===== config.mk =====
export PLATFORM = sky130hd
export DESIGN_NAME = pp_pwm_ctrl
export DESIGN_NICKNAME = d
export VERILOG_FILES = /design/src/rtl/pp_pwm_pkg.sv /design/src/rtl/pp_ramp.sv /design/src/rtl/pp_thresh.sv /design/src/rtl/pp_steer.sv /design/src/rtl/pp_pwm_ctrl.sv
export SDC_FILE = /design/constraint.sdc
export NUM_CORES = 1
export LEC_CHECK = 0
export CORE_MARGIN = 2
export CORE_UTILIZATION = 45
export CTS_CLUSTER_SIZE = 14
export DETAILED_ROUTE_END_ITERATION = 6
export PLACE_DENSITY_LB_ADDON = 0.1
export SYNTH_ARGS = -nofsm -noshare
export SYNTH_HDL_FRONTEND = slang
export SYNTH_HIERARCHICAL = 1
export SYNTH_SLANG_ARGS = --single-unit

===== constraint.sdc =====
create_clock -name clk -period 15.3 [get_ports clk]
set_input_delay 2.295 -clock clk [delete_from_list [all_inputs] [get_ports clk]]
set_output_delay 2.295 -clock clk [all_outputs]
set_load 0.01 [all_outputs]

===== src/rtl/pp_pwm_pkg.sv =====
package pp_pwm_pkg;
  // Larger of two unsigned values.
  function automatic int unsigned max_u(input int unsigned a, input int unsigned b);
    return (a > b) ? a : b;
  endfunction

  // Built-in deadtime floor: about 4 percent of the ramp.
  function automatic int unsigned dead_floor(input int unsigned top);
    return top / 25;
  endfunction

  // Effective threshold from the four candidates.
  function automatic int unsigned eff_threshold(input int unsigned top, input int unsigned dead,
                                                input int unsigned ea, input int unsigned eb);
    return max_u(max_u(dead_floor(top), dead), max_u(ea, eb));
  endfunction
endpackage


===== src/rtl/pp_ramp.sv =====
module pp_ramp #(
  parameter int CW = 8
) (
  input  logic          clk,
  input  logic          rst,
  input  logic [CW-1:0] period_i,
  input  logic [CW-1:0] dead_i,
  input  logic [CW-1:0] err_a_i,
  input  logic [CW-1:0] err_b_i,
  input  logic          mode_single_i,
  output logic [CW-1:0] cnt_o,
  output logic [CW-1:0] per_o,
  output logic [CW-1:0] dead_o,
  output logic [CW-1:0] ea_o,
  output logic [CW-1:0] eb_o,
  output logic          md_o,
  output logic          wrap_o,
  output logic          start_o,
  output logic          armed_o
);
  logic [CW-1:0] cnt_q, per_q, dead_q, ea_q, eb_q;
  logic          md_q, armed_q;
  logic          wrap;

  assign wrap = (cnt_q == per_q);

  always_ff @(posedge clk) begin
    if (rst || wrap) begin
      per_q  <= period_i;
      dead_q <= dead_i;
      ea_q   <= err_a_i;
      eb_q   <= err_b_i;
      md_q   <= mode_single_i;
    end
    if (rst) begin
      cnt_q   <= '0;
      armed_q <= 1'b0;
    end else if (wrap) begin
      cnt_q   <= '0;
      armed_q <= 1'b1;
    end else begin
      cnt_q <= cnt_q + 1'b1;
    end
  end

  assign cnt_o   = cnt_q;
  assign per_o   = per_q;
  assign dead_o  = dead_q;
  assign ea_o    = ea_q;
  assign eb_o    = eb_q;
  assign md_o    = md_q;
  assign wrap_o  = wrap;
  assign start_o = (cnt_q == '0);
  assign armed_o = armed_q;

  assert_ramp_bound_R1: assert property (@(posedge clk) disable iff (rst)
    cnt_q <= per_q);
  assert_restart_R1: assert property (@(posedge clk) disable iff (rst)
    $past(wrap) |-> (cnt_q == '0));
endmodule


===== src/rtl/pp_thresh.sv =====
module pp_thresh #(
  parameter int CW = 8
) (
  input  logic [CW-1:0] per_i,
  input  logic [CW-1:0] dead_i,
  input  logic [CW-1:0] ea_i,
  input  logic [CW-1:0] eb_i,
  input  logic [CW-1:0] cnt_i,
  output logic [CW-1:0] thr_o,
  output logic [CW-1:0] fb_o,
  output logic          above_o
);
  import pp_pwm_pkg::*;

  assign fb_o    = CW'(max_u(32'(ea_i), 32'(eb_i)));
  assign thr_o   = CW'(eff_threshold(32'(per_i), 32'(dead_i), 32'(ea_i), 32'(eb_i)));
  assign above_o = (cnt_i > thr_o);

  // threshold never below either error word or the floor
  always_comb begin
    assert_thr_floor_R7: assert (32'(thr_o) >= dead_floor(32'(per_i)));
    assert_thr_max_R4: assert ((thr_o >= ea_i) && (thr_o >= eb_i));
  end
endmodule


===== src/rtl/pp_steer.sv =====
module pp_steer (
  input  logic clk,
  input  logic rst,
  input  logic wrap_i,
  input  logic armed_i,
  input  logic md_i,
  input  logic above_i,
  input  logic start_i,
  output logic out_a_o,
  output logic out_b_o
);
  logic steer_q;     // 0: pulse goes to A, 1: to B
  logic pulse_en;    // modulated pulse before steering

  assign pulse_en = above_i && armed_i && !start_i;

  always_ff @(posedge clk) begin
    if (rst) begin
      steer_q <= 1'b0;
      out_a_o <= 1'b0;
      out_b_o <= 1'b0;
    end else begin
      if (wrap_i && armed_i && !md_i) steer_q <= !steer_q;
      out_a_o <= pulse_en && (md_i || !steer_q);
      out_b_o <= pulse_en && (md_i ||  steer_q);
    end
  end

  assert_pp_exclusive_R5: assert property (@(posedge clk) disable iff (rst)
    (out_a_o && out_b_o) |-> $past(md_i));
  assert_steer_toggle_R5: assert property (@(posedge clk) disable iff (rst)
    $past(wrap_i && armed_i && !md_i) |-> (steer_q != $past(steer_q)));
  assert_single_same_R6: assert property (@(posedge clk) disable iff (rst)
    $past(md_i) |-> (out_a_o == out_b_o));
endmodule


===== src/rtl/pp_pwm_ctrl.sv =====
module pp_pwm_ctrl #(
  parameter int CW = 8
) (
  input  logic          clk,
  input  logic          rst,
  input  logic [CW-1:0] period_i,
  input  logic [CW-1:0] dead_i,
  input  logic [CW-1:0] err_a_i,
  input  logic [CW-1:0] err_b_i,
  input  logic          mode_single_i,
  output logic          out_a_o,
  output logic          out_b_o
);
  logic [CW-1:0] cnt, per_l, dead_l, ea_l, eb_l, thr, fb;
  logic          md_l, wrap, ramp_start, armed, above;

  pp_ramp #(.CW(CW)) u_ramp (
    .clk(clk), .rst(rst),
    .period_i(period_i), .dead_i(dead_i), .err_a_i(err_a_i), .err_b_i(err_b_i),
    .mode_single_i(mode_single_i),
    .cnt_o(cnt), .per_o(per_l), .dead_o(dead_l), .ea_o(ea_l), .eb_o(eb_l),
    .md_o(md_l), .wrap_o(wrap), .start_o(ramp_start), .armed_o(armed)
  );

  pp_thresh #(.CW(CW)) u_thresh (
    .per_i(per_l), .dead_i(dead_l), .ea_i(ea_l), .eb_i(eb_l), .cnt_i(cnt),
    .thr_o(thr), .fb_o(fb), .above_o(above)
  );

  pp_steer u_steer (
    .clk(clk), .rst(rst), .wrap_i(wrap), .armed_i(armed), .md_i(md_l),
    .above_i(above), .start_i(ramp_start),
    .out_a_o(out_a_o), .out_b_o(out_b_o)
  );

  assert_width_R2: assert property (@(posedge clk) disable iff (rst)
    (out_a_o || out_b_o) |-> ($past(cnt) > $past(thr)));
  assert_fb_wins_R4: assert property (@(posedge clk) disable iff (rst)
    (out_a_o || out_b_o) |-> ($past(cnt) > $past(fb)));
  assert_blank_start_R3: assert property (@(posedge clk) disable iff (rst)
    $past(ramp_start) |-> (!out_a_o && !out_b_o));
  assert_idle_first_R9: assert property (@(posedge clk) disable iff (rst)
    !$past(armed) |-> (!out_a_o && !out_b_o));
  assert_zero_width_R10: assert property (@(posedge clk) disable iff (rst)
    ($past(thr) >= $past(per_l)) |-> (!out_a_o && !out_b_o));
endmodule


==> run summary <==
Setup violations remaining at the end of the flow were counted as 0. The final clock period utilization by the worst path works out to 55.4%. The most used routing layer was met2. The number of antenna violations at the first check in global routing was 0; the required arrival time at the worst endpoint was 15500 ps. The final clock skew was 4.92 ps.

Summed over all cells, the static leakage comes to 1.64 nW. The maximum vdd drop came out at 0.0578 mV. The total area inside the core boundary comes to 7210 µm². The tools report the number of maximum-capacitance constraint violations as 0. Data arrival time of the worst path: 8670 ps.

The clock edge transition at the registers on the reported setup and hold paths is 90 ps, and the number of synthesis warnings is 6. The largest single stage delay on the critical path is 700 ps. The run gives 42 as the pin count of the biggest net entering global routing.

The kind of capture point of the worst setup path was a flip-flop. From synthesis to final layout, the design area changed by 16.9%. The share of the core filled with cells is 54.0%, and the peak fanout along the critical path is 17. In the global route stage, met3 resource usage came out at 3.27%.

In the global route stage, met2 resource usage came out at 28.1%. The count of cells resized by post-cts repair was 0; the detailed-placement wirelength estimate was 5260 µm. The logs give 0 for the number of post-CTS setup repair buffers and 25.4% for the met1 track demand over resource. The antenna diode instance count is 0, and the I/O pin count is 37. The placed instances occupy a cell area of 3760 µm².

Count of TritonRoute iterations in the first routing pass: 4. The run gives 2480 as the via count of the first global-routing pass. The detail route stage leaves a number of antenna-violating nets equal to 0.

The die is 90.0 µm tall. On the final layout, the worst hold slack is 499 ps. For the pin with the worst max-slew slack, the measured transition is 1090 ps.

For the maximum level of the CTS H-tree, the log shows 2. The number of rows in the core area was 31; the residual DRC count was 0. After detailed routing, the number of vias per cell comes to 5.56. Setup repair after global routing left no endpoint under its margin.

Synthesis produced a netlist whose cell count is 345. The number of nets in the finished design was 444; the worst relative slew slack was 26.9%. The tools report the sum of routed wire length over all layers as 7080 µm.

For this design, the slowest cell found on the critical path is sky130_fd_sc_hd__o31ai_2. The layout filler cell count is 654, and the share of post-route cells with drive strength above 1 is 8.75%. The total overflow left after global routing is 0.

The via count of the routed design is 2646, and the aggregate global-route resource usage is 17.9%. The run gives 0 as the number of buffers added to fix hold violations after cts. The minimum period implied by the final worst setup slack was 8470 ps. The tightest min-delay check is of the reg -> reg type. The run finished with clean final reports. STA classifies the critical path startpoint as a flip-flop.

For the highest clock frequency the design can meet, the log shows 0.118 GHz. The starting density of the core is 46.2%. The area of the multi-input gates is 1920 µm², and the max-slew violation count is 0.

The number of port buffers is 36. The logs give 5 for the clock buffer count from CTS and 149 for the detailed router's first-iteration violation count. Mean post-synth cell area: 9.65 µm².

The overall die area was 8110 µm². TritonCTS built the clock tree. Insertion delay of the later-clocked pin in the worst-skew pair: 300 ps. Setup total negative slack on the finished layout was measured at 0 ps. In this run the horizontal extent of the chip is 90.0 µm. The total power density per cell area is 85.6 nW/µm², and the final instance area is 3890 µm². The cell area after technology mapping was 3330 µm²; the number of nets in the synthesized netlist was 413. The hold violation total from the final report came out at 0. The root buffer selected by CTS is sky130_fd_sc_hd__clkbuf_8. Counting along the longest clock path gives a buffer depth of 2.

The first global-routing pass estimated 11900 µm of wire. The sequential standard cell area is 1230 µm², and the final weighted congestion in routability-driven placement is 0.939. Dividing the detail-routed wire length by the instance count gives 14.9 µm. CTS saw 45 sinks. The critical path start-end classification is reg -> reg.
## cell usage in the layout (no fill, tap or decap), drive strengths merged, types with 4 or more instances in the layout
master,count
clkdlybuf4s50,36
nor3,6
o21ai,15
nand2,12
edfxtp,33
o21a,4
a21o,4
nand3,14
o31ai,6
clkbuf,5
dfxtp,12
nor2b,8
mux2,8
a21oi,15
a31oi,4
nand2b,5
xor2,4
or2,4
mux2i,7
ha,33
xnor2,11
and3,5
a211oi,7
or3,5
nor2,34
inv,34
nand4,6
## through the flow
stage | power, W | instances | setup WS [ps]
floorplan | 0.000204 | 345 | 7940
global placement | 0.000226 | 468 | 7010
detailed placement | 0.000226 | 468 | 6830
CTS | 0.000337 | 476 | 6830
global route | 0.000353 | 476 | 5930
finish | 0.000333 | 476 | 6830
## area by class of cell
type                       count  share of cell area [%]
tap                           99                    3.18
clock inverter                 3                    1.77
sequential                    45                    31.6
clock buffer                   5                    1.77
inverter                      33                    3.18
multi-input combinational    255                    49.2
timing repair buffer          36                    9.25
## state kept, by name (all words and copies together) (netlist names), 8 cells and up
name           flops
u_ramp/cnt_o       8
u_ramp/dead_o      8
u_ramp/ea_o        8
u_ramp/eb_o        8
u_ramp/per_o       8
## critical path: cells and delay by family, from the launching register on
family	cells	cell delay, ps
AO/OA/AOI/OAI	19	3810
AND/OR/NAND/NOR	14	2000
adder cells (fa/ha/maj)	5	1320
flip-flops	1	660
multiplexers	1	420
buffers and inverters	2	160
## per-layer routing
| layer | routed length, µm | vias up |
|---|---|---|
| met5 | 0 | - |
| met4 | 115 | 0 |
| met3 | 297 | 8 |
| met2 | 3260 | 65 |
| met1 | 3410 | 1242 |
| li1 | - | 1331 |
## power by group
part | total [W] | internal [W] | switching (W)
logic | 0.0000789 | 0.0000394 | 0.0000395
clock network | 0.000109 | 0.0000658 | 0.0000434
registers | 0.000145 | 0.000137 | 0.00000798
total | 0.000333 | 0.000243 | 0.0000909
## final timing paths
path	start	to	slack, ps	depth (start not counted)
setup / recovery	u_ramp/per_o[4]	u_steer/out_b_o	6830	41
hold / removal	u_steer/steer_q	u_steer/out_a_o	500	1
setup reg to reg	u_ramp/per_o[4]	u_steer/out_b_o	6830	41
hold reg to reg	u_steer/steer_q	u_steer/out_a_o	500	1
(Power assumes the default switching activity.)
